`config.mk`:
```
export PLATFORM = sky130hd
export DESIGN_NAME = pci_dma_win_dec
export DESIGN_NICKNAME = d
export VERILOG_FILES = /design/src/rtl/pdw_pkg.sv /design/src/rtl/pdw_capture.sv /design/src/rtl/pdw_win_regs.sv /design/src/rtl/pdw_win_match.sv /design/src/rtl/pci_dma_win_dec.sv
export SDC_FILE = /design/constraint.sdc
export NUM_CORES = 1
export LEC_CHECK = 0
export BUFFER_PORTS_ARGS = -buffer_cell sky130_fd_sc_hd__buf_4
export CAP_MARGIN = 20
export CORE_MARGIN = 3
export CORE_UTILIZATION = 36
export DETAILED_ROUTE_END_ITERATION = 10
export HOLD_SLACK_MARGIN = 0.03
export SYNTH_ARGS = -nofsm -noshare
export SYNTH_HDL_FRONTEND = slang
export SYNTH_HIERARCHICAL = 1
export SYNTH_SLANG_ARGS = --single-unit
export TNS_END_PERCENT = 50
```
`constraint.sdc`:
```
create_clock -name clk -period 8.95 [get_ports clk]
set_input_delay 0 -clock clk [delete_from_list [all_inputs] [get_ports clk]]
set_output_delay 0 -clock clk [all_outputs]
set_load 0.005 [all_outputs]
```
`src/rtl/pdw_pkg.sv`:
```
package pdw_pkg;
  parameter int PCI_AW   = 32;
  parameter int SYS_AW   = 35;
  parameter int NWIN     = 4;
  parameter int DAC_WIN  = 3;
  parameter int FIX_LSB  = 40;
  parameter logic [63-FIX_LSB:0] FIX_TAG = 24'h000001;
  localparam int WIN_IW  = $clog2(NWIN);
  localparam int CFG_AW  = WIN_IW + 3;

  typedef enum logic [1:0] {FLD_BASE, FLD_MASK, FLD_XLATE, FLD_CTRL} cfg_field_e;

  typedef struct packed {
    logic [PCI_AW-1:0] base;
    logic [PCI_AW-1:0] mask;
    logic [SYS_AW-1:0] xlate;
    logic              en;
    logic              sg;
    logic              dac;
  } win_cfg_t;

  // window hit: address with size bits cleared equals base
  function automatic logic win_hits(input logic [PCI_AW-1:0] a,
                                    input logic [PCI_AW-1:0] base,
                                    input logic [PCI_AW-1:0] mask);
    return (a & ~mask) == base;
  endfunction

  function automatic logic [SYS_AW-1:0] win_offset(input logic [PCI_AW-1:0] a,
                                                   input logic [PCI_AW-1:0] mask);
    return SYS_AW'(a & mask);
  endfunction

  function automatic logic [SYS_AW-1:0] direct_map(input logic [SYS_AW-1:0] xlate,
                                                   input logic [PCI_AW-1:0] a,
                                                   input logic [PCI_AW-1:0] mask);
    return xlate | win_offset(a, mask);
  endfunction

  function automatic logic fixed_match(input logic [63:0] a);
    return a[63:FIX_LSB] == FIX_TAG;
  endfunction
endpackage

```
`src/rtl/pdw_capture.sv`:
```
module pdw_capture
  import pdw_pkg::*;
(
  input  logic        clk,
  input  logic        rst_n,
  input  logic        ap_valid,
  input  logic        ap_dac,
  input  logic        ap_req64,
  input  logic [31:0] ad_lo,
  input  logic [31:0] ad_hi,
  output logic        addr_done,
  output logic        addr_dac,
  output logic [63:0] cap_addr
);
  logic        hold_q;
  logic [31:0] low_q;
  logic        split_start;

  assign split_start = ap_valid && ap_dac && !ap_req64 && !hold_q;

  always_ff @(posedge clk) begin
    if (!rst_n) begin
      hold_q <= 1'b0;
      low_q  <= '0;
    end else begin
      hold_q <= split_start;
      if (split_start) low_q <= ad_lo;
    end
  end

  always_comb begin
    addr_done = 1'b0;
    addr_dac  = 1'b0;
    cap_addr  = '0;
    if (hold_q) begin
      addr_done = 1'b1;
      addr_dac  = 1'b1;
      cap_addr  = {ad_lo, low_q};
    end else if (ap_valid && !split_start) begin
      addr_done = 1'b1;
      addr_dac  = ap_dac;
      cap_addr  = ap_dac ? {ad_hi, ad_lo} : {32'h0, ad_lo};
    end
  end

  // a split dual-address cycle completes on the following cycle
  a_r8_split_next: assert property (@(posedge clk) disable iff (!rst_n)
    split_start |=> addr_done && addr_dac);
  // with 64-bit request the upper half comes from the upper lanes
  a_r8_req64_lane: assert property (@(posedge clk) disable iff (!rst_n)
    (ap_valid && ap_dac && ap_req64 && !hold_q) |-> addr_done && cap_addr[63:32] == ad_hi);
endmodule

```
`src/rtl/pdw_win_regs.sv`:
```
module pdw_win_regs
  import pdw_pkg::*;
(
  input  logic                    clk,
  input  logic                    rst_n,
  input  logic                    cfg_we,
  input  logic [CFG_AW-1:0]       cfg_addr,
  input  logic [SYS_AW-1:0]       cfg_wdata,
  output win_cfg_t [NWIN-1:0]     cfg,
  output logic                    fixed_en
);
  logic       glb_sel;
  cfg_field_e fld;

  assign glb_sel = cfg_addr[CFG_AW-1];
  assign fld     = cfg_field_e'(cfg_addr[1:0]);

  for (genvar i = 0; i < NWIN; i++) begin : g_win
    logic wsel;
    assign wsel = cfg_we && !glb_sel && (cfg_addr[2 +: WIN_IW] == WIN_IW'(i));
    always_ff @(posedge clk) begin
      if (!rst_n) begin
        cfg[i] <= '0;
      end else if (wsel) begin
        case (fld)
          FLD_BASE:  cfg[i].base  <= cfg_wdata[PCI_AW-1:0];
          FLD_MASK:  cfg[i].mask  <= cfg_wdata[PCI_AW-1:0];
          FLD_XLATE: cfg[i].xlate <= cfg_wdata;
          default: begin
            cfg[i].en  <= cfg_wdata[0];
            cfg[i].sg  <= cfg_wdata[1];
            cfg[i].dac <= (i == DAC_WIN) ? cfg_wdata[2] : 1'b0;
          end
        endcase
      end
    end
  end

  always_ff @(posedge clk) begin
    if (!rst_n)                fixed_en <= 1'b0;
    else if (cfg_we && glb_sel) fixed_en <= cfg_wdata[0];
  end
endmodule

```
`src/rtl/pdw_win_match.sv`:
```
module pdw_win_match
  import pdw_pkg::*;
#(
  parameter int IDX = 0
)(
  input  win_cfg_t          cfg,
  input  logic [PCI_AW-1:0] lo,
  input  logic              is_dac,
  output logic              hit,
  output logic [SYS_AW-1:0] xaddr
);
  localparam bit DAC_OK = (IDX == DAC_WIN);
  logic cycle_ok;

  assign cycle_ok = is_dac ? (DAC_OK && cfg.dac) : 1'b1;
  assign hit      = cfg.en && cycle_ok && win_hits(lo, cfg.base, cfg.mask);
  assign xaddr    = cfg.sg ? win_offset(lo, cfg.mask) : direct_map(cfg.xlate, lo, cfg.mask);
endmodule

```
`src/rtl/pci_dma_win_dec.sv`:
```
module pci_dma_win_dec
  import pdw_pkg::*;
(
  input  logic              clk,
  input  logic              rst_n,
  input  logic              cfg_we,
  input  logic [4:0]        cfg_addr,
  input  logic [34:0]       cfg_wdata,
  input  logic              ap_valid,
  input  logic              ap_dac,
  input  logic              ap_req64,
  input  logic [31:0]       ad_lo,
  input  logic [31:0]       ad_hi,
  output logic              res_valid,
  output logic              res_hit,
  output logic              res_miss,
  output logic              res_fixed,
  output logic [1:0]        res_win,
  output logic              res_sg_req,
  output logic [34:0]       res_addr
);
  logic                          addr_done, addr_dac;
  logic [63:0]                   cap_addr;
  win_cfg_t [NWIN-1:0]           cfg;
  logic                          fixed_en;
  logic [NWIN-1:0]               hit_vec;
  logic [NWIN-1:0][SYS_AW-1:0]   xa;
  logic                          fixed_hit, any_hit;
  logic [WIN_IW-1:0]             sel;
  logic                          res_dac_q;

  pdw_capture u_cap (
    .clk, .rst_n, .ap_valid, .ap_dac, .ap_req64, .ad_lo, .ad_hi,
    .addr_done, .addr_dac, .cap_addr
  );

  pdw_win_regs u_regs (
    .clk, .rst_n, .cfg_we, .cfg_addr, .cfg_wdata, .cfg, .fixed_en
  );

  for (genvar i = 0; i < NWIN; i++) begin : g_match
    pdw_win_match #(.IDX(i)) u_m (
      .cfg(cfg[i]), .lo(cap_addr[PCI_AW-1:0]), .is_dac(addr_dac),
      .hit(hit_vec[i]), .xaddr(xa[i])
    );
  end

  assign fixed_hit = addr_dac && fixed_en && fixed_match(cap_addr);
  assign any_hit   = |hit_vec;

  // lowest-numbered hit wins
  always_comb begin
    sel = '0;
    for (int i = NWIN-1; i >= 0; i--)
      if (hit_vec[i]) sel = WIN_IW'(i);
  end

  always_ff @(posedge clk) begin
    if (!rst_n || !addr_done) begin
      res_valid  <= 1'b0;
      res_hit    <= 1'b0;
      res_miss   <= 1'b0;
      res_fixed  <= 1'b0;
      res_win    <= '0;
      res_sg_req <= 1'b0;
      res_addr   <= '0;
      res_dac_q  <= 1'b0;
    end else begin
      res_valid  <= 1'b1;
      res_dac_q  <= addr_dac;
      res_hit    <= fixed_hit || any_hit;
      res_miss   <= !(fixed_hit || any_hit);
      res_fixed  <= fixed_hit;
      res_win    <= fixed_hit ? '0 : sel;
      res_sg_req <= !fixed_hit && any_hit && cfg[sel].sg;
      res_addr   <= fixed_hit ? cap_addr[SYS_AW-1:0] : (any_hit ? xa[sel] : '0);
    end
  end

  // exactly one result, one cycle after the final address cycle
  a_r10_valid_after_done: assert property (@(posedge clk) disable iff (!rst_n)
    addr_done |=> res_valid);
  a_r10_valid_needs_done: assert property (@(posedge clk) disable iff (!rst_n)
    res_valid |-> $past(addr_done));
  // no flags without a result
  a_r5_quiet_idle: assert property (@(posedge clk) disable iff (!rst_n)
    !res_valid |-> !res_hit && !res_miss && !res_sg_req && !res_fixed);
  // fixed window passes the low address bits unchanged
  a_r6_fixed_pass: assert property (@(posedge clk) disable iff (!rst_n)
    res_fixed |-> res_addr == $past(cap_addr[SYS_AW-1:0]));
  // only the dual-address window serves 64-bit cycles
  a_r9_dac_window: assert property (@(posedge clk) disable iff (!rst_n)
    (res_valid && res_hit && !res_fixed && res_dac_q) |-> res_win == WIN_IW'(DAC_WIN));
  // no lower-numbered window was hitting
  a_r4_lowest_wins: assert property (@(posedge clk) disable iff (!rst_n)
    (res_valid && res_hit && !res_fixed) |->
      ($past(hit_vec) & ~({NWIN{1'b1}} << res_win)) == '0);
endmodule

```
==> results of run 1 <==
[layout make-up]
type,count,area share [%]
repair buffers,303,9.08
multi-input cells,1841,43.8
well taps,846,3.80
clock buffers,78,5.65
flip-flops and latches,481,34.6
clock inverters,17,0.890
inverters,163,2.20
[state kept, by name, summed over array words and instances (netlist names)]
name             count
u_regs/cfg         405
res_addr            35
u_cap/low_q         32
res_win              2
res_fixed            1
res_hit              1
res_miss             1
res_sg_req           1
res_valid            1
u_cap/hold_q         1
u_regs/fixed_en      1
[placed cells by master, fill, tap and decap left out, drive strengths merged, types with 5 or more instances in the layout]
cell type,count
o211ai,35
nor2,5
nor2b,20
o31ai,32
clkinv,7
clkbuf,78
nand2b,126
nor3,13
dfxtp,481
nor4,32
inv,165
nand3,6
a221o,35
o21ai,129
nand2,712
xnor2,128
mux2i,472
a22o,27
o21a,35
buf,210
nand4,5
dlygate4sd3,93
bufinv,6
[per-layer routing]
metal  GRT usage, %  up-vias
met5              0        -
met4           7.82        0
met3           4.30      128
met2           35.5      625
met1           30.1     9397
li1               -     9168
[metrics by stage]
| step | worst slack (ns) | power, mW | hold slack, ns |
|---|---|---|---|
| 6_report | 3.51 | 4.88 | 0.0847 |
| 5_1_grt | 3.33 | 5.02 | 0.0619 |
| 4_1_cts | 3.48 | 4.91 | 0.0429 |
| 3_5_place_dp | 3.52 | 2.58 | 0.276 |
| 3_3_place_gp | 3.56 | 2.58 | 0.272 |
| 2_1_floorplan | 5.45 | 2.43 | 0.142 |
[worst max path at each step]
stage | start | to
after floorplan | u_cap/hold_q | res_sg_req
after global placement | u_cap/hold_q | res_addr[31]
after detailed placement | u_cap/hold_q | res_sg_req
after CTS | u_cap/hold_q | res_sg_req
after global routing | u_cap/hold_q | res_addr[31]
final | u_cap/hold_q | res_addr[0]
[critical path, cell delays in order (launching register included)]
cell and delay [ns]:
dfxtp_2 0.32, buf_4 0.54, nand2_1 0.11, o31ai_1 0.09, buf_4 0.23, nand2b_1 0.08, xnor2_1 0.22, nor4_1 0.69
nand3_1 0.26, nor3_4 0.93, nor3_1 0.22, nor2_4 0.84, buf_4 0.42, o211ai_1 0.13, mux2i_1 0.20
[report_power, final]
group / internal (mW) / switching (mW) / total (mW) / leakage (nW)
Combinational: 0.156 / 0.249 / 0.405 / 7.16
Sequential: 2.16 / 0.0114 / 2.17 / 3.88
Clock: 1.38 / 0.919 / 2.30 / 0.893
==> flow_metrics.env, run 1 <==
export IMPL_status="complete, no violations"
export IMPL_cts_num_sinks=481
export IMPL_insertion_delay_ns=0.62
export IMPL_cts_root_buf="clkbuf_16"
export IMPL_port_buffers=146
export IMPL_syn2layout_area_growth_pct=19.7
export IMPL_end_kind="flip-flop"
export IMPL_cts_hold_buf=93
export IMPL_r2r_start="u_cap/hold_q"
export IMPL_r2r_slack_ns=3.51
export IMPL_wl_met3_um=5600
export IMPL_syn_area_per_cell_um2=8.68
export IMPL_hpwl_um=49900
export IMPL_gp_congestion=0.854
export IMPL_dr_pass1_iters=5
export IMPL_die_w_um=260
export IMPL_core_area_um2=63500
export IMPL_maxCapViolCount=0
export IMPL_utilization_pct=43.8
export IMPL_post_drt_via_cell_ratio=5.18
export IMPL_rr_worst_depth=14
export IMPL_wl_met2_um=34600
export IMPL_worstHoldEndpoint="u_regs/cfg[391]"
export IMPL_slew_viol_final=0
export IMPL_post_route_drc_count=0
export IMPL_placed_cell_area_um2=25100
export IMPL_max_slew_worst_pin_slew_ns=1.18
export IMPL_grt_util_all_layers_pct=22.3
export IMPL_cp_start_kind="flip-flop"
export IMPL_worstPathArrival_ns=5.94
export IMPL_cts_setup_buffers=0
export IMPL_io_pin_count=152
export IMPL_grt_max_degree=193
export IMPL_multiInputGateArea_um2=12200
export IMPL_die_area_um2=67700
export IMPL_antenna_found_initial=0
export IMPL_wl_um=77300
export IMPL_cts_made_buffers=53
export IMPL_grt_pass1_wl_um=116000
export IMPL_start_util_pct=36.6
export IMPL_fmax_ghz=0.184
export IMPL_finalInstanceArea_um2=27800
export IMPL_top_layer_used="met4"
export IMPL_drtIter0Drc=1973
export IMPL_syn_cell_area_um2=23300
export IMPL_post_drt_wl_per_cell_um=20.7
export IMPL_fin_crit_sh_pct=60.7
export IMPL_vias=19300
export IMPL_stdcell_count=3729
export IMPL_htree_levels=2
export IMPL_min_period_ns=5.44
export IMPL_crit_type="reg -> reg"
export IMPL_wl_met1_um=34500
export IMPL_place_inst=3541
export IMPL_grt_pass1_vias=19100
export IMPL_hold_class="in -> reg"
export IMPL_irDropWorstVdd_mv=0.123
export IMPL_hp_start="cfg_wdata[15]"
export IMPL_relSlewSlack_pct=21.3
export IMPL_synth_cells=2681
export IMPL_diodes=0
export IMPL_crit_fanout=63
export IMPL_register_area_um2=9630
export IMPL_holdPathStages=3
export IMPL_dieHeight_um=260
export IMPL_syn_num_nets=2791
export IMPL_powerDensity_nw_per_um2=175
export IMPL_skew_ns=0.0275
export IMPL_hold_violations=0
export IMPL_layout_drive_gt1_share_pct=11.5
export IMPL_layout_nets=2953
export IMPL_antenna_left=0
export IMPL_rows=92
export IMPL_cts_max_path_buffers=3
export IMPL_cts_tree="built"
export IMPL_crit_required_ns=9.46
export IMPL_yosys_warnings=6
export IMPL_p_leak_nw=11.9
export IMPL_setup_viol=0
export IMPL_timing_setup_tns_ns=0
export IMPL_grt_setup_unrepaired="false"
export IMPL_cts_resized=0
export IMPL_worstReg2RegEnd="res_addr[0]"
export IMPL_fillerInstances=6153
export IMPL_clk_pin_slew_ns=0.06
export IMPL_overflow=0
No activity file was read; power rests on OpenSTA's default activity.
==> inputs of run 2 (changes only) <==
--- a/config.mk
+++ b/config.mk
@@ -5,6 +5,7 @@
 export SDC_FILE = /design/constraint.sdc
 export NUM_CORES = 1
 export LEC_CHECK = 0
+export ABC_AREA = 1
 export BUFFER_PORTS_ARGS = -buffer_cell sky130_fd_sc_hd__buf_4
 export CAP_MARGIN = 20
 export CORE_MARGIN = 3
==> constraint.sdc (replaced) <==
create_clock -name clk -period 5.64 [get_ports clk]
set_input_delay 0 -clock clk [delete_from_list [all_inputs] [get_ports clk]]
set_output_delay 0 -clock clk [all_outputs]
set_load 0.005 [all_outputs]
==> run 2 against run 1 <==
Compared with the run above:
- synthesized cell count rose by 88%
- non-clock buffer count is 39 higher
- combinational power up 150%
- count of clock-buffer cells in the layout is 11 higher
- clock power grew 73%
- global-route usage grew 3.2 points
- synthesized area rose by 24%
- critical endpoint is now res_addr[10]
==> flow_metrics.env, run 2 <==
export IMPL_rows=103
export IMPL_largest_reg_flops=405
export IMPL_pwr_share_comb_pct=11.7
export IMPL_p_seq_share_pct=41.2
export IMPL_cts_root_buf="clkbuf_16"
export IMPL_internal_power_mw=6.17
export IMPL_setup_viol=0
export IMPL_drtIter0Drc=2991
export IMPL_worstHoldEndpoint="u_regs/cfg[73]"
export IMPL_regMostFlops="u_regs/cfg"
export IMPL_slew_viol_final=0
export IMPL_hold_class="in -> reg"
export IMPL_post_drt_via_cell_ratio=4.82
export IMPL_die_area_um2=83700
export IMPL_dr_pass1_iters=6
export IMPL_io_pin_count=152
export IMPL_reg_top3="u_regs/cfg: 405 flops, res_addr: 35 flops, u_cap/low_q: 32 flops"
export IMPL_p_leak_nw=16.2
export IMPL_hp_start="cfg_wdata[3]"
export IMPL_port_buffers=146
export IMPL_max_slew_worst_pin_slew_ns=1.36
export IMPL_vias=30100
export IMPL_cts_made_buffers=58
export IMPL_post_route_drc_count=0
export IMPL_switching_share_pct=27.1
export IMPL_layout_drive_gt1_share_pct=6.54
export IMPL_crit_type="reg -> reg"
export IMPL_timing_setup_tns_ns=0
export IMPL_holdPathStages=4
export IMPL_crit_path_frequent_cell="nand2_1"
export IMPL_end_kind="flip-flop"
export IMPL_fillerInstances=8420
export IMPL_pwr_share_clk_pct=47.1
export IMPL_fmax_ghz=0.199
export IMPL_grt_pass1_vias=27000
export IMPL_power_switching_mw=2.29
export IMPL_syn_num_nets=5143
export IMPL_crit_chain="nor2_4, nand2_1, dlygate4sd3_1, buf_12, nand3_1, nand2_1, inv_1, o21ai_0, nand3_1, nor2_1, nand3_1, nor2_1, inv_2, nand2_2, buf_12, nand2_1, nand3_1, nand2_1, nand2_1, nand2_1"
export IMPL_cts_hold_buf=147
export IMPL_crit_fanout=33
export IMPL_syn_area_per_cell_um2=5.74
export IMPL_max_stage_delay_ns=0.72
export IMPL_cts_tree="built"
export IMPL_start_util_pct=36.4
export IMPL_wl_um=109000
export IMPL_antenna_left=0
export IMPL_hold_slack_ns=0.130
export IMPL_layout_nets=5249
export IMPL_core_area_um2=79300
export IMPL_clk_pin_slew_ns=0.06
export IMPL_post_drt_wl_per_cell_um=17.5
export IMPL_cts_num_sinks=481
export IMPL_yosys_warnings=6
export IMPL_final_common_cell="nand2_1"
export IMPL_relSlewSlack_pct=9.44
export IMPL_hpwl_um=65600
export IMPL_most_common_layout_cells="nand2_1, inv_1, nor2_1, nand3_1, dfxtp_1"
export IMPL_antenna_found_initial=3
export IMPL_fin_crit_sh_pct=89.0
export IMPL_min_period_ns=5.02
export IMPL_hold_violations=0
export IMPL_irDropWorstVdd_mv=0.192
export IMPL_layout_setup_ws_ns=0.618
export IMPL_critical_path_top_delay_family="simple AND/OR/NAND/NOR gates"
export IMPL_syn_cell_area_um2=28900
export IMPL_diodes=0
export IMPL_register_area_um2=9640
export IMPL_htree_levels=2
export IMPL_skew_ns=0.0295
export IMPL_cts_max_path_buffers=3
export IMPL_finalInstanceArea_um2=34200
export IMPL_status="complete, no violations"
export IMPL_worst_path_buf_inv=5
export IMPL_worstPathArrival_ns=5.53
export IMPL_cts_setup_buffers=0
export IMPL_pre_cts_slack_ns=1.10
export IMPL_maxCapViolCount=0
export IMPL_grt_util_all_layers_pct=25.5
export IMPL_die_w_um=289
export IMPL_r2r_start="u_cap/hold_q"
export IMPL_r2r_slack_ns=0.62
export IMPL_dieHeight_um=289
export IMPL_overflow=0
export IMPL_grt_max_degree=204
export IMPL_insertion_delay_ns=0.64
export IMPL_grt_setup_unrepaired="false"
export IMPL_cp_start_kind="flip-flop"
export IMPL_syn2layout_area_growth_pct=18.2
export IMPL_synth_cells=5033
export IMPL_multiInputGateArea_um2=13900
export IMPL_crit_required_ns=6.15
export IMPL_crit_path_top_delay_cell="dfxtp_2"
export IMPL_placed_cell_area_um2=30700
export IMPL_grt_pass1_wl_um=164000
export IMPL_cts_resized=0
export IMPL_rr_worst_depth=20
export IMPL_gp_congestion=0.865
export IMPL_powerDensity_nw_per_um2=248
export IMPL_worstReg2RegEnd="res_addr[10]"
## run 2: how the worst max path moves through the flow
stage	startpoint	end	depth (start not counted)
floorplan	u_cap/hold_q	res_addr[29]	20
global placement	u_cap/hold_q	res_sg_req	18
detailed placement	u_cap/hold_q	res_sg_req	18
CTS	u_cap/hold_q	res_sg_req	22
global route	u_cap/hold_q	res_addr[14]	20
finish	u_cap/hold_q	res_addr[10]	20
## run 2: layer usage
metal / up-vias / GRT usage (%) / wire, um
met5: - / 0 / 41
met2: 1290 / 40.0 / 47000
met3: 210 / 3.39 / 9740
met4: 6 / 9.32 / 4080
li1: 15100 / - / -
met1: 13500 / 35.7 / 48400
## run 2: cell type report
class,instances,share of cell area [%]
repair buffers,342,9.04
clock buffers,89,5.12
multi-input cells,3130,40.6
clock inverters,18,0.773
well taps,1050,3.85
inverters,1126,12.4
flip-flops and latches,481,28.2
## run 2: power groups by stage
stage,registers [mW],logic [mW],clock network (mW)
after global routing,3.49,1.08,4.17
after global placement,3.56,0.887,0
after detailed placement,3.56,0.889,0
final,3.48,0.993,3.98
after floorplan,3.55,0.564,0
after CTS,3.48,0.974,4.04
## run 2: per-stage QoR
step / instances / power, mW / util [%]
after floorplan: 5033 / 4.11 / -
after global placement: 5980 / 4.44 / 38.6
after detailed placement: 5982 / 4.45 / 38.7
after CTS: 6236 / 8.49 / 43.1
after global routing: 6236 / 8.74 / 43.1
final: 6236 / 8.46 / 43.1
## run 2: tightest hold or removal path: cells and delay by family
| family | cells | cell delay (ns) |
|---|---|---|
| AND/OR/NAND/NOR | 2 | 0.11 |
| buffers and inverters | 2 | 0.62 |
